==> src/rtl/bank_mapper_pkg.sv <==
`timescale 1ns/1ps
package bank_mapper_pkg;

  localparam int BANK_W  = 2;
  localparam int NUM_WIN = 1 << BANK_W;
  localparam int MODE_W  = 3;

  // strobes handed from control to datapath
  typedef struct packed {
    logic              loadMode;
    logic [MODE_W-1:0] newMode;
    logic              cpuSide;
    logic              strobeGate;
  } mapCtl_t;

  typedef struct packed {
    logic              extraPage;
    logic [BANK_W-1:0] bank;
  } winMap_t;

  localparam logic [BANK_W-1:0] TOP_BANK = BANK_W'(NUM_WIN - 1);
  localparam logic [BANK_W-1:0] SWAP_WIN = BANK_W'(1);

  function automatic winMap_t mapWindow(input logic [MODE_W-1:0] mode,
                                        input logic [BANK_W-1:0] win);
    winMap_t r;
    r.extraPage = 1'b0;
    r.bank      = win;
    if (mode[MODE_W-1]) begin
      // only the second window moves, to an extra bank picked by the low bits
      if (win == SWAP_WIN) begin
        r.extraPage = 1'b1;
        r.bank      = mode[BANK_W-1:0];
      end
    end else begin
      unique case (mode[1:0])
        2'd0: r = '{extraPage: 1'b0, bank: win};
        2'd1: r.extraPage = (win == TOP_BANK);
        2'd2: r.extraPage = 1'b1;
        default: begin
          if (win == TOP_BANK) r.extraPage = 1'b1;
          else if (win == SWAP_WIN) r.bank = TOP_BANK;
        end
      endcase
    end
    return r;
  endfunction

endpackage

==> src/rtl/bank_mapper_ctrl.sv <==
`timescale 1ns/1ps
module bank_mapper_ctrl
  import bank_mapper_pkg::*;
#(
  parameter int DATA_W = 8
) (
  input  logic              ioWrN,
  input  logic              addr15In,
  input  logic [DATA_W-1:0] ioData,
  input  logic              cpuCycle,
  input  logic              ramDisable,
  output mapCtl_t           ctl
);

  localparam int TAG_HI = DATA_W - 1;
  localparam int TAG_LO = DATA_W - 2;

  logic tagMatch;
  logic portHit;
  logic unusedPageBits;

  assign tagMatch = ioData[TAG_HI] & ioData[TAG_LO];
  assign portHit  = ~ioWrN & ~addr15In;

  // page-select bits sit between mode and tag; single-page build ignores them
  assign unusedPageBits = ^ioData[TAG_LO-1:MODE_W];

  always_comb begin
    ctl.loadMode   = portHit & tagMatch;
    ctl.newMode    = ioData[MODE_W-1:0];
    ctl.cpuSide    = cpuCycle;
    ctl.strobeGate = ~(cpuCycle & ramDisable);
  end

endmodule

==> src/rtl/bank_mapper_dp.sv <==
`timescale 1ns/1ps
module bank_mapper_dp
  import bank_mapper_pkg::*;
(
  input  logic              clk,
  input  logic              rstN,
  input  mapCtl_t           ctl,
  input  logic [BANK_W-1:0] winIn,
  input  logic              casInN,
  output logic [BANK_W-1:0] winOut,
  output logic              casBaseN,
  output logic              casExtraN,
  output logic [MODE_W-1:0] modeQ
);

  winMap_t winTable [NUM_WIN];
  winMap_t sel;
  logic    useExtra;
  logic    casLive;

  always_ff @(posedge clk or negedge rstN) begin
    if (!rstN)             modeQ <= '0;
    else if (ctl.loadMode) modeQ <= ctl.newMode;
  end

  for (genvar w = 0; w < NUM_WIN; w++) begin : g_win
    assign winTable[w] = mapWindow(modeQ, BANK_W'(w));
  end

  assign sel       = winTable[winIn];
  assign useExtra  = ctl.cpuSide & sel.extraPage;
  assign winOut    = ctl.cpuSide ? sel.bank : winIn;
  assign casLive   = ~casInN & ctl.strobeGate;
  assign casBaseN  = ~(casLive & ~useExtra);
  assign casExtraN = ~(casLive & useExtra);

endmodule

==> src/rtl/bank_mapper.sv <==
`timescale 1ns/1ps
module bank_mapper
  import bank_mapper_pkg::*;
#(
  parameter int DATA_W = 8
) (
  input  logic              clk,
  input  logic              rstN,
  input  logic              ioWrN,
  input  logic              addr15In,
  input  logic              addr14In,
  input  logic [DATA_W-1:0] ioData,
  input  logic              cpuCycle,
  input  logic              ramDisable,
  input  logic              casInN,
  output logic              addr14Out,
  output logic              addr15Out,
  output logic              casBaseN,
  output logic              casExtraN
);

  mapCtl_t           ctl;
  logic [BANK_W-1:0] winOut;
  logic [MODE_W-1:0] modeNow;

  bank_mapper_ctrl #(.DATA_W(DATA_W)) u_ctrl (
    .ioWrN     (ioWrN),
    .addr15In  (addr15In),
    .ioData    (ioData),
    .cpuCycle  (cpuCycle),
    .ramDisable(ramDisable),
    .ctl       (ctl)
  );

  bank_mapper_dp u_dp (
    .clk      (clk),
    .rstN     (rstN),
    .ctl      (ctl),
    .winIn    ({addr15In, addr14In}),
    .casInN   (casInN),
    .winOut   (winOut),
    .casBaseN (casBaseN),
    .casExtraN(casExtraN),
    .modeQ    (modeNow)
  );

  assign {addr15Out, addr14Out} = winOut;

endmodule

==> config.mk <==
export PLATFORM = sky130hd
export DESIGN_NAME = bank_mapper
export DESIGN_NICKNAME = d
export VERILOG_FILES = /design/src/rtl/bank_mapper_pkg.sv /design/src/rtl/bank_mapper_ctrl.sv /design/src/rtl/bank_mapper_dp.sv /design/src/rtl/bank_mapper.sv
export SDC_FILE = /design/constraint.sdc
export NUM_CORES = 1
export LEC_CHECK = 0
export CAP_MARGIN = 10
export CORE_AREA = 2 2 39 41
export CTS_BUF_LIST = sky130_fd_sc_hd__clkbuf_8 sky130_fd_sc_hd__clkbuf_16
export CTS_CLUSTER_DIAMETER = 60
export DETAILED_ROUTE_END_ITERATION = 8
export DIE_AREA = 0 0 41 43
export DONT_BUFFER_PORTS = 1
export PLACE_DENSITY = 0.32
export RECOVER_POWER = 25
export REMOVE_ABC_BUFFERS = 1
export SYNTH_ARGS = -nofsm -noshare
export SYNTH_HDL_FRONTEND = slang
export SYNTH_SLANG_ARGS = --single-unit
export TNS_END_PERCENT = 10
==> constraint.sdc <==
create_clock -name clk -period 1.6 [get_ports clk]
set_input_delay 0.32 -clock clk [delete_from_list [all_inputs] [get_ports clk]]
set_output_delay 0.32 -clock clk [all_outputs]
set_load 0.03 [all_outputs]
# == Word-level counts from Yosys, hierarchy flattened ==
# Cells that the tools add are included.
# word_totals
ff_bits,3
input_bits,16
out_inout_bits,4
wordCells,33
# classes
order_cmp,1
n_eq_ne,2
n_mux,11
bitwise,16
n_reduce_logical,2
# op_table
operator,n
$mux W3,6
$and A1 B1 Y1,8
$not A1 Y1,7
$bmux W3 S2,1
$mux W2,2
$ge A3 B3 Y1 const B,1
$not A2 Y3,1
$reduce_or A3 Y1,1
$eq A2 B1 Y1 const B,1
$eq A2 B2 Y1 const B,1
$logic_not A2 Y1,1
$mux W1,2

# == Depth between registers and ports, before layout ==
# logic_depth
word_depth,11
depth_mapped,3
ltp_nobuf,3

# == By module ==
# Synthesis repeated with hierarchy kept, for this count alone.
# hier_totals
hier_cells,24
hier_area_um2,234.0
# modules_own_cells
mod,n_inst,cells_each,area_each_um2,seq_area_each_um2
bank_mapper_dp,1,18,187.7,75.1
bank_mapper_ctrl,1,6,46.3,0.0

# == Worst setup path after synthesis ==
# OpenSTA, ideal clock, no wires.
# synth_timing
kind,reg-to-output
start,reg u_dp.modeQ[0]
end,out casBaseN
t_arrival_ns,1.103
t_required_ns,1.280
slack_ns,0.177
path_stages_with_launch,4
path_buffers,0
cell_sequence,dfrtp_1 or2_1 o221ai_2 nand2b_1
# synth_between
elab_chain_len,10
elab_cells_between_ends,15
cone_classes,eq/ne (1); mux (9); bitwise (4); reduce/logical (1)
# synth_lines
element,line_no,text
from (decl),bank_mapper_dp.sv:13,output logic [MODE_W-1:0] modeQ
from (signal assigned),bank_mapper_dp.sv:23,else if (ctl.loadMode) modeQ <= ctl.newMode;
$eq A2 B2 Y1 / $logic_not A2 Y1 (equally long branches),bank_mapper_pkg.sv:36,unique case (mode[1:0])
"$mux W1, on equally long branches",n/a,
$mux W3,bank_mapper_pkg.sv:29,if (mode[MODE_W-1]) begin
$bmux W3 S2 (*),bank_mapper_dp.sv:30,assign sel = winTable[winIn];
$mux W3 (implied by the code) (*) (2 in series),bank_mapper_dp.sv:30,
$and A1 B1 Y1 (*),bank_mapper_dp.sv:31,assign useExtra = ctl.cpuSide & sel.extraPage;
$not A1 Y1 (*),bank_mapper_dp.sv:34,assign casBaseN = ~(casLive & ~useExtra);
$and A1 B1 Y1 (*),bank_mapper_dp.sv:34,
$not A1 Y1 (*),bank_mapper_dp.sv:34,
to (decl),bank_mapper.sv:18,"output logic casBaseN,"
# Mark *: on every way between the ends. The rest lies on a longest branch, timed or not. The select of a mux whose other input is x is not followed.

# == Worst setup path in the final report ==
# Same ends and word-level chain as after synthesis.

==> results.yml <==
power_and_ir_drop:
  leakage_nw: 0.1239
  powerDensity_mw_per_mm2: 1303
  vdd_drop_max_uv: 328.9
  power_w: 0.0004045
min_path:
  hp-class: "in -> reg"
clocking:
  root_buffer: "clkbuf_8"
  post_cts_buffers: 0
  clock_sinks: 3
  cts_max_path_buffers: 2
  cts_max_level: 1
  numCtsBuffers: 3
  clkTransAtPathRegs_ps: 30
  clock_latency_ps: 220
  cts_tree: "built"
die:
  rows: 14
  io_pins: 20
  initial_core_util_pct: 15.73
  die-area_sq_mm: 0.001763
  die_x_microns: 41
  coreArea_sq_mm: 0.001384
  die_h_microns: 43
yosys:
  ys_seq_area_share_pct: 34.48
  synth_area_sq_um: 217.7
  synth.distinct_cells: 14
  synth_cells: 20
  avgSynthCellArea_sq_um: 10.89
  yosys_warnings: 0
  ys_ff_latch: 3
sta:
  relSlewSlack_pct: 77.32
  finalSetupViolCount: 1
  min_period_ps: 1633
  maxSlewViolCount: 0
  tightest_slew_ps: 340.2
  fin_crit_sh_pct: 102.0
  rsz0062_at_grt: "true"
  hold_violations: 0
  worst_slack_ps: -32.62
  skew_ps: 0
  hold_ws_ps: 240.1
  fmax_ghz: 0.6125
finish:
  reg.largest.list: "u_dp.modeQ (3)"
  fill_cells: 148
  multi_input_comb_area_sq_um: 152.6
  layout_common_cells: "nand2_1 (3), clkbuf_8 (3), dfrtp_1 (3)"
  final_core_util_pct: 22.42
  final_nets: 43
  drive_gt1_share_pct: 38.46
  largest_register_ffs: 3
  area.growth.synth_to_final_pct: 42.53
  top_register: "u_dp.modeQ"
  n_antenna_cell: 0
  final-seq-area_sq_um: 75.07
grt:
  grt_use_total_pct: 7.452
  grt_pass1_vias: 206
  antenna_found_initial: 0
  grt_max_degree: 7
  grt_overflow: 0
  grt_pass1_wl_microns: 814
routing:
  routed-via-count: 189
  antenna_left: 0
  wl_per_cell_microns: 12.76
  firstDrtPassIters: 3
  viasPerCell: 4.500
  drt-initial-drc-count: 1
  routed_wl_microns: 536
  drc: 0
critical_path:
  critical_path_peak_fanout: 4
  required_ps: 1280
  crit_path_end_kind: "output pin"
  cp.arrival_ps: 1310
  crit_type: "reg -> out"
  critPathLaunchType: "flip-flop"
placed_design:
  io_buffers: 0
  place_congestion: 0.5307
flow_run:
  cap_violations: 0
run_status:
  violations: "setup timing"
  status: "finished, violations left"
Yosys cell counts (all sizes together):
cell type	instances	area, sq um
nand3b	1	7.510
and4bb	1	12.51
a21oi	1	5.000
o221ai	1	15.01
mux2	3	33.78
nand2	4	15.01
nand2b	1	6.260
nor2b	1	6.260
dfrtp	3	75.07
nand4b	1	8.760
nor3	1	16.27
or2	1	6.260
a41o	1	10.01
layout make-up:
cell class                      instances  area share (%)
Multi-Input combinational cell         17           49.19
Sequential cell                         3           24.19
Clock buffer                            3           13.31
Tap cell                               16           6.452
Timing Repair Buffer                    2           5.645
Clock inverter                          1           1.210
power breakdown:
group | leakage, nW | switching, W | internal [W] | total, W
logic | 0.0610 | 0.0000431 | 0.0000380 | 0.0000811
clock network | 0.0269 | 0.0000508 | 0.000163 | 0.000214
registers | 0.0360 | 0.0000158 | 0.0000933 | 0.000109
critical path: stages, from the launching register on:
cell	delay, ps
dfrtp_1	390
or2_1	260
o221ai_2	220
nand2b_4	220
metrics by stage:
step	std cells	area [sq um]	worst slack (ps)	TNS, ps
finish	42	310.3	-32.62	-32.62
global route	42	310.3	-91.91	-135.2
CTS	42	310.3	-34.40	-34.40
detailed placement	37	245.2	92.18	0
global placement	37	245.2	115.3	0
floorplan	20	217.7	176.8	0
routing by layer:
layer	GRT usage, %	routed length (microns)
met1	7.792	178
met2	9.688	271
met3	3.665	72
met4	8.000	14
met5	0	0
worst paths after layout:
kind                       slack [ps]                 startpoint  cells past startpoint                   endpoint
min in group asynchronous         350                       rstN                      1  u_dp.modeQ[2]$_DFFE_PN0P_
min                               240                  ioData[0]                      1  u_dp.modeQ[0]$_DFFE_PN0P_
min reg2reg                       540  u_dp.modeQ[0]$_DFFE_PN0P_                      1  u_dp.modeQ[0]$_DFFE_PN0P_
max reg2reg                       790  u_dp.modeQ[1]$_DFFE_PN0P_                      1  u_dp.modeQ[1]$_DFFE_PN0P_
max                               -30  u_dp.modeQ[0]$_DFFE_PN0P_                      3                   casBaseN
max in group asynchronous        1100                       rstN                      1  u_dp.modeQ[0]$_DFFE_PN0P_
repair_timing:
| item | in CTS | in global routing |
|---|---|---|
| hold buffers | 1 | 0 |
| gates resized for setup | 3 | 0 |
| endpoints found under the hold margin | 3 | 0 |
| pin swaps | 1 | 0 |
| setup endpoints to repair | 2 | 2 |
cells by family (layout without fill, tap and decap cells):
family | after synthesis | in the layout | synth area share, %
AOI/OAI and AO/OA | 3 | 3 | 13.79
buffers and inverters | 0 | 6 | 0
DFF | 3 | 3 | 34.48
muxes | 3 | 3 | 15.52
and+or+nand+nor | 11 | 11 | 36.21
(Power assumes the default switching activity.)
